**config.mk**
```make
export PLATFORM = sky130hd
export DESIGN_NAME = instr_status_unit
export DESIGN_NICKNAME = d
export VERILOG_FILES = /design/src/rtl/instr_status_pkg.sv /design/src/rtl/sticky_bits.sv /design/src/rtl/mask_reg.sv /design/src/rtl/srq_gen.sv /design/src/rtl/instr_status_unit.sv
export SDC_FILE = /design/constraint.sdc
export NUM_CORES = 1
export LEC_CHECK = 0
export CAP_MARGIN = 10
export CORE_ASPECT_RATIO = 0.8
export CORE_MARGIN = 2
export CORE_UTILIZATION = 30
export CTS_BUF_LIST = sky130_fd_sc_hd__clkbuf_4 sky130_fd_sc_hd__clkbuf_8
export DETAILED_ROUTE_END_ITERATION = 10
export GPL_TIMING_DRIVEN = 0
export MAX_ROUTING_LAYER = met4
export PLACE_DENSITY = 0.59
export SYNTH_ARGS = -nofsm -noshare
export SYNTH_HDL_FRONTEND = slang
export SYNTH_SLANG_ARGS = --single-unit
```
**constraint.sdc**
```tcl
create_clock -name clk -period 2.3 [get_ports clk]
set_input_delay 0.575 -clock clk [delete_from_list [all_inputs] [get_ports clk]]
set_output_delay 0.575 -clock clk [all_outputs]
set_load 0.05 [all_outputs]
```
**src/rtl/instr_status_pkg.sv**
```systemverilog
package instr_status_pkg;
  localparam int REG_W   = 8;
  localparam int TEST_W  = 4;
  localparam int ADDR_W  = 3;
  localparam int PON_BIT = 7;
  localparam int RQS_BIT = 6;
  localparam logic [REG_W-1:0] EVT_MASK = 8'hBD;

  typedef enum logic [ADDR_W-1:0] {
    SEL_EVT    = 3'd0,
    SEL_EVT_EN = 3'd1,
    SEL_STAT   = 3'd2,
    SEL_SRV_EN = 3'd3,
    SEL_CLS    = 3'd4,
    SEL_PON    = 3'd5
  } sel_e;
endpackage

```
**src/rtl/sticky_bits.sv**
```systemverilog
module sticky_bits #(
  parameter int W = 8,
  parameter logic [W-1:0] MASK = '1,
  parameter logic [W-1:0] RST_VAL = '0
) (
  input  logic         clk,
  input  logic         rst_n,
  input  logic         clr_i,
  input  logic [W-1:0] set_i,
  output logic [W-1:0] q_o
);
  // clear is applied first, then new pulses, so a colliding pulse survives
  always_ff @(posedge clk) begin
    if (!rst_n) q_o <= RST_VAL & MASK;
    else        q_o <= (clr_i ? '0 : q_o) | (set_i & MASK);
  end
endmodule

```
**src/rtl/mask_reg.sv**
```systemverilog
module mask_reg #(
  parameter int W = 8,
  parameter logic [W-1:0] MASK = '1
) (
  input  logic         clk,
  input  logic         rst_n,
  input  logic         keep_i,
  input  logic         we_i,
  input  logic [W-1:0] d_i,
  output logic [W-1:0] q_o
);
  always_ff @(posedge clk) begin
    if (!rst_n) begin
      if (!keep_i) q_o <= '0;
    end else if (we_i) begin
      q_o <= d_i & MASK;
    end
  end
endmodule

```
**src/rtl/srq_gen.sv**
```systemverilog
module srq_gen #(
  parameter int W = 4
) (
  input  logic         clk,
  input  logic         rst_n,
  input  logic [W-1:0] cond_i,
  input  logic [W-1:0] en_i,
  input  logic         poll_i,
  output logic         srq_o
);
  logic sum, sum_q, rqs_q, rise;

  assign sum   = |(cond_i & en_i);
  assign rise  = sum & ~sum_q;
  assign srq_o = rqs_q & sum;

  always_ff @(posedge clk) begin
    if (!rst_n) begin
      sum_q <= 1'b0;
      rqs_q <= 1'b0;
    end else begin
      sum_q <= sum;
      rqs_q <= sum & (rise | (rqs_q & ~poll_i));
    end
  end
endmodule

```
**src/rtl/instr_status_unit.sv**
```systemverilog
module instr_status_unit
  import instr_status_pkg::*;
#(
  parameter int RW = REG_W,
  parameter int TW = TEST_W,
  parameter int AW = ADDR_W
) (
  input  logic          clk,
  input  logic          rst_n,
  input  logic          pon_flag_ret_i,
  output logic          pon_flag_o,
  input  logic [RW-1:0] evt_pulse_i,
  input  logic [TW-1:0] test_pulse_i,
  input  logic          req_valid_i,
  input  logic          req_write_i,
  input  logic [AW-1:0] req_addr_i,
  input  logic [RW-1:0] req_wdata_i,
  output logic          rsp_valid_o,
  output logic [RW-1:0] rsp_data_o,
  input  logic          poll_i,
  output logic          poll_valid_o,
  output logic [RW-1:0] poll_data_o,
  output logic          srq_o,
  output logic          evt_summary_o
);
  localparam logic [RW-1:0] EVT_RST = RW'(1) << PON_BIT;
  localparam logic [RW-1:0] SRV_MASK = RW'((1 << TW) - 1);

  sel_e sel;
  logic rd_hit, wr_hit, evt_clr, cond_clr;
  logic [RW-1:0] evt_q, ese_q, sre_q, stat_byte, rd_mux;
  logic [TW-1:0] cond_q;
  logic pon_q;

  assign sel      = sel_e'(req_addr_i);
  assign rd_hit   = req_valid_i & ~req_write_i;
  assign wr_hit   = req_valid_i & req_write_i;
  assign evt_clr  = (rd_hit && sel == SEL_EVT) || (wr_hit && sel == SEL_CLS);
  assign cond_clr = rd_hit && sel == SEL_STAT;

  sticky_bits #(.W(RW), .MASK(EVT_MASK), .RST_VAL(EVT_RST)) u_evt (
    .clk(clk), .rst_n(rst_n), .clr_i(evt_clr), .set_i(evt_pulse_i), .q_o(evt_q));

  sticky_bits #(.W(TW)) u_cond (
    .clk(clk), .rst_n(rst_n), .clr_i(cond_clr), .set_i(test_pulse_i), .q_o(cond_q));

  mask_reg #(.W(RW), .MASK(EVT_MASK)) u_ese (
    .clk(clk), .rst_n(rst_n), .keep_i(~pon_flag_ret_i),
    .we_i(wr_hit && sel == SEL_EVT_EN), .d_i(req_wdata_i), .q_o(ese_q));

  mask_reg #(.W(RW), .MASK(SRV_MASK)) u_sre (
    .clk(clk), .rst_n(rst_n), .keep_i(~pon_flag_ret_i),
    .we_i(wr_hit && sel == SEL_SRV_EN), .d_i(req_wdata_i), .q_o(sre_q));

  srq_gen #(.W(TW)) u_srq (
    .clk(clk), .rst_n(rst_n), .cond_i(cond_q), .en_i(sre_q[TW-1:0]),
    .poll_i(poll_i), .srq_o(srq_o));

  assign evt_summary_o = |(evt_q & ese_q);
  assign pon_flag_o    = pon_q;

  always_comb begin
    stat_byte          = '0;
    stat_byte[TW-1:0]  = cond_q;
    stat_byte[RQS_BIT] = srq_o;
  end

  always_comb begin
    case (sel)
      SEL_EVT:    rd_mux = evt_q;
      SEL_EVT_EN: rd_mux = ese_q;
      SEL_STAT:   rd_mux = stat_byte;
      SEL_SRV_EN: rd_mux = sre_q;
      SEL_PON:    rd_mux = RW'(pon_q);
      default:    rd_mux = '0;
    endcase
  end

  always_ff @(posedge clk) begin
    if (!rst_n) begin
      pon_q        <= pon_flag_ret_i;
      rsp_valid_o  <= 1'b0;
      rsp_data_o   <= '0;
      poll_valid_o <= 1'b0;
      poll_data_o  <= '0;
    end else begin
      if (wr_hit && sel == SEL_PON) pon_q <= req_wdata_i[0];
      rsp_valid_o  <= rd_hit;
      if (rd_hit) rsp_data_o <= rd_mux;
      poll_valid_o <= poll_i;
      if (poll_i) poll_data_o <= stat_byte;
    end
  end
endmodule

```
==> impl_results.md, run 1 <==
* Vias in the first global route at 1,256
* Worst-Margin Slew at 0.667 ns
* Post-synth ARST share at 0%
* IO Pins at 50
* Switching share of total power at 24.0%
* Placed cell area at 0.00206 mm²
* Post-Synth Adder-Cell Area at 0%
* Hold Crit Class: register to register
* Synth Cell Area at 0.00157 mm²
* HPWL after DPL at 2790 µm
* Most frequent cells in the layout: clkdlybuf4s50_1, dfxtp_1, nor2_1
* Seq pwr share at 45.3%
* Post-CTS Hold Buffers at 0
* Power share of the clock group at 39.8%
* Outcome: complete, no violations
* Yosys cell types at 32
* Initial antenna violation count at 0
* Sequential share of the synthesized area at 55.6%
* CP max-delay cell: o31ai_1
* Pwr Density at 756 mW/mm²
* CTS H-tree depth at 2
* I/O Buffers at 41
* LEAKAGE at 0.000846 µW
* WP data arrival at 2.07 ns
* CTS Buf Count at 5
* Share of layout cells above drive strength 1 at 9.36%
* Detail Route Antenna Nets at 0
* Final Cell Area at 0.00220 mm²
* Critical-path cell list: clkdlybuf4s50_1 > buf_2 > inv_1 > o31ai_1
* Synth Area per Inst at 10.3 µm²
* Antenna Cells at 0
* Worst-case vdd ir drop at 0.300 mV
* Maxcap violations at 0
* Total GRT Usage at 14.7%
* Post-synthesis xor/xnor area fraction at 0.560%
* DRC Markers at 0
* Clk sinks at 38
* Setup ws final at 0.154 ns
* Mux cell area share after synthesis at 9.35%
* Slew headroom at 55.2%
* Critical Path Max Stage Delay at 0.60 ns
* CP Data Required Time at 2.22 ns
* Core ar. at 0.00501 mm²
* Clk_lat worst skew at 0.29 ns
* Setup bufs post-CTS at 0
* Clock skew at 0.00330 ns
* RSZ-0062 raised after global routing: no
* Vias after detailed routing at 1,272
* Crit-path max FO at 10
* Main synth FF type: dfxtp_1
* Max Transition Viols Final at 0
* Final WL at 3680 µm
* Worst setup SP type: input port
* Nets at 231
* Commonest non-fill, non-tap cell in the layout: clkdlybuf4s50_1
* CTS root buf: clkbuf_8
* Worst Setup End Kind: register
* Clk slew on worst S/H paths at 0.07 ns
* DR vias/cell at 4.80
* Yosys warns at 0
* Die Wd at 84.8 µm
* DRT iter0 DRCs at 59
* Largest net degree at the start of global routing at 13
* Routed length on met3 at 183 µm
* Post-Synth Simple-Gate Area at 15.8%
* Die area at 0.00581 mm²
* First-pass GRT wire length at 6150 µm
* Rows at 23
* Final Setup Violations at 0
* Met1 Wirelength at 1820 µm
* Sw power at 399 µW
* DIE HEIGHT at 68.6 µm
* Internal power at 1270 µW
* Tmin final at 2.15 ns
* DR pass1 iterations at 4
* Area growth from synthesis to layout at 40.8%
* Largest family of logic cells by synthesized area: simple AND/OR/NAND/NOR gates
* Tcrit/Tclk final at 93.3%
* CTS tree: done
* Place WS at -0.513 ns
* Compound-gate portion of the synthesized area at 13.2%
* Routed length on met2 at 1610 µm
* Cells after synthesis at 152
* F_max at 0.466 GHz
* Avg WL per Cell at 13.9 µm
* Logic pwr share at 14.9%
* R2r worst-path depth at 2
* Clock buffer depth at 2
* Gpl congestion at 0.873
* Worst Hold Path EP: rsp_data_o[0]$_SDFFE_PN0N_
* GR Overflow Total at 0
* Highest routed layer: met4
* EDFF count, synth at 11
* Reg2reg setup slack at 1.09 ns
* Worst flop-to-flop path endpoint: rsp_data_o[3]$_SDFFE_PN0N_
* Worst flop-to-flop path startpoint: u_ese.q_o[3]$_SDFFCE_PN0P_
* Crit path kind: input port to register
* Initial Util at 31.3%
* Count of final hold-check violations at 0
* Hold_sp: rsp_data_o[0]$_SDFFE_PN0N_
* WHS Path Cells at 2
* Number of synthesized register bits at 38
==> Yosys cell counts (5+ instances only) <==
cell       n  share of area [%]
and2_1     7                2.8
dfxtp_1   27                 35
inv_1      5                1.2
a22oi_1    8                3.8
mux2i_1    9                5.8
edfxtp_1  11                 21
a21oi_1   14                4.5
nor2_1    19                4.6
nand2_1    7                1.7
==> cell families (layout without fill, tap and decap cells) <==
group                     after synthesis  count (layout)
and+or+nand+nor                        50              50
muxes                                  13              13
AOI/OAI and AO/OA                      33              33
other                                   1               3
xor gates and xnor gates                1               1
DFF                                    38              38
buffers and inverters                  16              65
==> worst max path at each step <==
| stage | start | to | slack (ns) | cells after the start |
|---|---|---|---|---|
| final | req_addr_i[0] | u_sre.q_o[3]$_SDFFCE_PN0P_ | 0.15 | 4 |
| after global routing | u_cond.q_o[2]$_SDFF_PN0_ | srq_o | 0.02 | 3 |
| after CTS | req_addr_i[0] | u_ese.q_o[7]$_SDFFCE_PN0P_ | 0.06 | 4 |
| after detailed placement | req_addr_i[0] | u_ese.q_o[3]$_SDFFCE_PN0P_ | -0.51 | 4 |
| after global placement | req_addr_i[0] | u_ese.q_o[7]$_SDFFCE_PN0P_ | -0.47 | 4 |
| after floorplan | req_addr_i[0] | u_ese.q_o[0]$_SDFFCE_PN0P_ | 0.43 | 3 |
==> metal layers <==
layer  track usage [%]  up-vias
met2              22.4       34
met1              18.6      603
met5                 -        -
met4              7.14        0
met3              3.45        7
li1                  -      628
==> power by group through the flow <==
stage	combinational (µW)	clock, µW	sequential (µW)
final	248	664	754
after floorplan	116	0	801
after global routing	270	706	760
after detailed placement	248	0	770
after global placement	247	0	769
after CTS	248	683	754
==> state kept, by name, summed over array words and instances (netlist names) <==
name and flops:
poll_data_o 5, poll_valid_o 1, pon_flag_o 1, rsp_data_o 8, rsp_valid_o 1, u_cond.q_o 4, u_ese.q_o 6, u_evt.q_o 6
u_sre.q_o 4, u_srq.rqs_q 1, u_srq.sum_q 1
==> stage by stage <==
stage	power (µW)	TNS, ns	hold slack, ns	std cells	utilization (%)
2_1_floorplan	916	0	0.455	154	-
3_3_place_gp	1020	-3.45	0.441	257	41.2
3_5_place_dp	1020	-3.78	0.450	257	41.2
4_1_cts	1690	0	0.459	265	43.9
5_1_grt	1740	0	0.489	265	44.0
6_report	1670	0	0.455	265	44.0
==> repair_timing <==
| item | 4_1_cts | 5_1_grt |
|---|---|---|
| gates cloned | 0 | 0 |
| gates resized for setup | 3 | 1 |
| endpoints found under the setup margin | 8 | 6 |
==> critical path, delay by kind of cell <==
| family | cells | cell delay (ns) |
|---|---|---|
| buffers and inverters | 3 | 0.90 |
| AOI/OAI and AO/OA | 1 | 0.60 |
==> layout make-up <==
class                   instances  area [µm²]
plain buffers                  11        62.6
inverters                       5        18.8
clock buffers                   5        68.8
repair buffers                 41         408
fillers                       518        2800
multi-input cells             100         634
clock inverters                 3        63.8
well taps                      62        77.6
flip-flops and latches         38         871
No activity file was read; power rests on OpenSTA's default activity.
==> run 2: changes to the inputs <==
Settings changed: GPL_TIMING_DRIVEN 0 to default.
==> run 2 against run 1 <==
First-iteration DRC count rose by 32%. Register-to-register slack about the same. Cell area down 2.1%. Via count fell by 2.8%. Hold slack better by 0.0037 ns. Core utilization fell by 0.92 points. Clock power decreased by 29%. Critical path type is now register to output port.
==> impl_results.md, run 2 (synthesis results as in run 1) <==
* Clock skew at 0.00697 ns (was 0.00330 ns)
* HPWL after DPL at 2620 µm (was 2790 µm)
* Most frequent cells in the layout: clkdlybuf4s50_1, dfxtp_1, nor2_1 (unchanged)
* CP Data Required Time at 1.73 ns (was 2.22 ns)
* Setup ws final at 0.244 ns (was 0.154 ns)
* Largest regs: rsp_data_o x8, u_ese.q_o x6, u_evt.q_o x6 (unchanged)
* DR pass1 iterations at 4 (unchanged)
* Post-CTS Hold Buffers at 0 (unchanged)
* Detail Route Antenna Nets at 0 (unchanged)
* Final core occ at 43.1% (was 44.0%)
* Placed cell area at 0.00207 mm² (was 0.00206 mm²)
* F_max at 0.486 GHz (was 0.466 GHz)
* Vias in the first global route at 1,142 (was 1,256)
* CTS root buf: clkbuf_8 (unchanged)
* Setup TNS Final at 0 ns (unchanged)
* Initial antenna violation count at 0 (unchanged)
* Place WS at 0.0765 ns (was -0.513 ns)
* Crit-path max FO at 2 (was 10)
* WP data arrival at 1.48 ns (was 2.07 ns)
* Share of layout cells above drive strength 1 at 10.4% (was 9.36%)
* FILL cells at 499 (was 518)
* Quantity of gates resized following cts at 1 (was 3)
* Max Transition Viols Final at 0 (unchanged)
* Maxcap violations at 0 (unchanged)
* First-pass GRT wire length at 5510 µm (was 6150 µm)
* Initial Util at 31.3% (unchanged)
* Count of final hold-check violations at 0 (unchanged)
* Antenna Cells at 0 (unchanged)
* Crit path kind: register to output port (was input port to register)
* Final Cell Area at 0.00216 mm² (was 0.00220 mm²)
* Hold WS at 0.458 ns (was 0.455 ns)
* Avg WL per Cell at 13.2 µm (was 13.9 µm)
* Critical Path Max Stage Delay at 0.81 ns (was 0.60 ns)
* Die Wd at 84.8 µm (unchanged)
* Biggest register: rsp_data_o (unchanged)
* Vias after detailed routing at 1,237 (was 1,272)
* CTS H-tree depth at 2 (unchanged)
* Critical-path cell list: clkdlybuf4s50_1 (was clkdlybuf4s50_1 > buf_2 > inv_1 > o31ai_1)
* Slew headroom at 66.5% (was 55.2%)
* Outcome: complete, no violations (unchanged)
* Core ar. at 0.00501 mm² (unchanged)
* LEAKAGE at 0.000833 µW (was 0.000846 µW)
* Tmin final at 2.06 ns (was 2.15 ns)
* Total GRT Usage at 13.0% (was 14.7%)
* DIE HEIGHT at 68.6 µm (unchanged)
* Clock buffer depth at 2 (unchanged)
* I/O Buffers at 43 (was 41)
* Rows at 23 (unchanged)
* RSZ-0062 raised after global routing: no (unchanged)
* Largest net degree at the start of global routing at 23 (was 13)
* Crit path max-delay family: buffers and inverters (unchanged)
* DRC Markers at 0 (unchanged)
* CP max-delay cell: clkdlybuf4s50_1 (was o31ai_1)
* Pwr Density at 681 mW/mm² (was 756 mW/mm²)
* Hold Crit Class: register to register (unchanged)
* Worst-Margin Slew at 0.500 ns (was 0.667 ns)
* Area growth from synthesis to layout at 37.9% (was 40.8%)
* Worst-case vdd ir drop at 0.294 mV (was 0.300 mV)
* Tcrit/Tclk final at 89.4% (was 93.3%)
* Final Setup Violations at 0 (unchanged)
* CP bufs+invs at 1 (was 3)
* Clk sinks at 38 (unchanged)
* Die area at 0.00581 mm² (unchanged)
* Worst Setup End Kind: output port (was register)
* IO Pins at 50 (unchanged)
* Clk slew on worst S/H paths at 0.07 ns (about the same)
* GR Overflow Total at 0 (unchanged)
* Nets at 229 (was 231)
* Final WL at 3480 µm (was 3680 µm)
* DR vias/cell at 4.70 (was 4.80)
* Commonest non-fill, non-tap cell in the layout: clkdlybuf4s50_1 (unchanged)
* DRT iter0 DRCs at 78 (was 59)
* Clk_lat worst skew at 0.29 ns (about the same)
* CTS tree: done (unchanged)
* Setup bufs post-CTS at 0 (unchanged)
* Gpl congestion at 0.860 (was 0.873)
* CTS Buf Count at 5 (unchanged)
* Max FFs per register at 8 (unchanged)
* Worst setup SP type: register (was input port)
## run 2: cell count changes in the layout (fill, tap and decap cells not counted), moves of 2 or more
cell,change
bufinv_16,-2
clkdlybuf4s50_1,+2
buf_4,+5
clkbuf_4,+3
buf_2,-2
clkbuf_1,-4
## run 2: worst paths after layout
path                                   start                         end  slack [ns]  depth (start not counted)
hold reg to reg   rsp_data_o[0]$_SDFFE_PN0N_  rsp_data_o[0]$_SDFFE_PN0N_        0.46                          2
hold / removal    rsp_data_o[0]$_SDFFE_PN0N_  rsp_data_o[0]$_SDFFE_PN0N_        0.46                          2
setup / recovery        pon_flag_o$_DFFE_PP_                  pon_flag_o        0.24                          1
setup reg to reg  u_ese.q_o[3]$_SDFFCE_PN0P_  rsp_data_o[3]$_SDFFE_PN0N_        1.09                          2
## run 2: final cells by class
class	instances	area, µm²	area share (%)
clock buffer	8	91.3	4.23
multi-input combinational	100	621	28.8
sequential	38	871	40.3
tap	62	77.6	3.59
timing repair buffer	50	479	22.2
inverter	5	18.8	0.870
## run 2: through the flow
stage / power (µW) / instances
6_report: 1470 / 263
4_1_cts: 1480 / 263
2_1_floorplan: 916 / 154
3_3_place_gp: 1020 / 255
5_1_grt: 1540 / 263
3_5_place_dp: 1020 / 255
## run 2: report_power, final
| group | switching, µW | total (µW) | internal, µW |
|---|---|---|---|
| clock network | 218 | 469 | 251 |
| registers | 23.2 | 754 | 731 |
| logic | 138 | 247 | 110 |
| total | 379 | 1470 | 1090 |
## run 2: tightest hold or removal path, delay by kind of cell, from the launching register on
| kind | cells | cell delay [ns] |
|---|---|---|
| and+or+nand+nor | 1 | 0.05 |
| AOI/OAI and AO/OA | 1 | 0.05 |
| DFF | 1 | 0.31 |
## run 2: metal layers
metal | share of wire, % | track usage, %
met5 | 0 | -
met4 | 0.60 | 3.57
met3 | 7.9 | 4.52
met2 | 41 | 18.2
met1 | 50 | 17.9
==> run 3: changes to the inputs <==
Settings changed: CTS_CLUSTER_DIAMETER from default to 40.
==> results of run 3 <==
Final layout, timing and power as in run 2 (identical DEF).
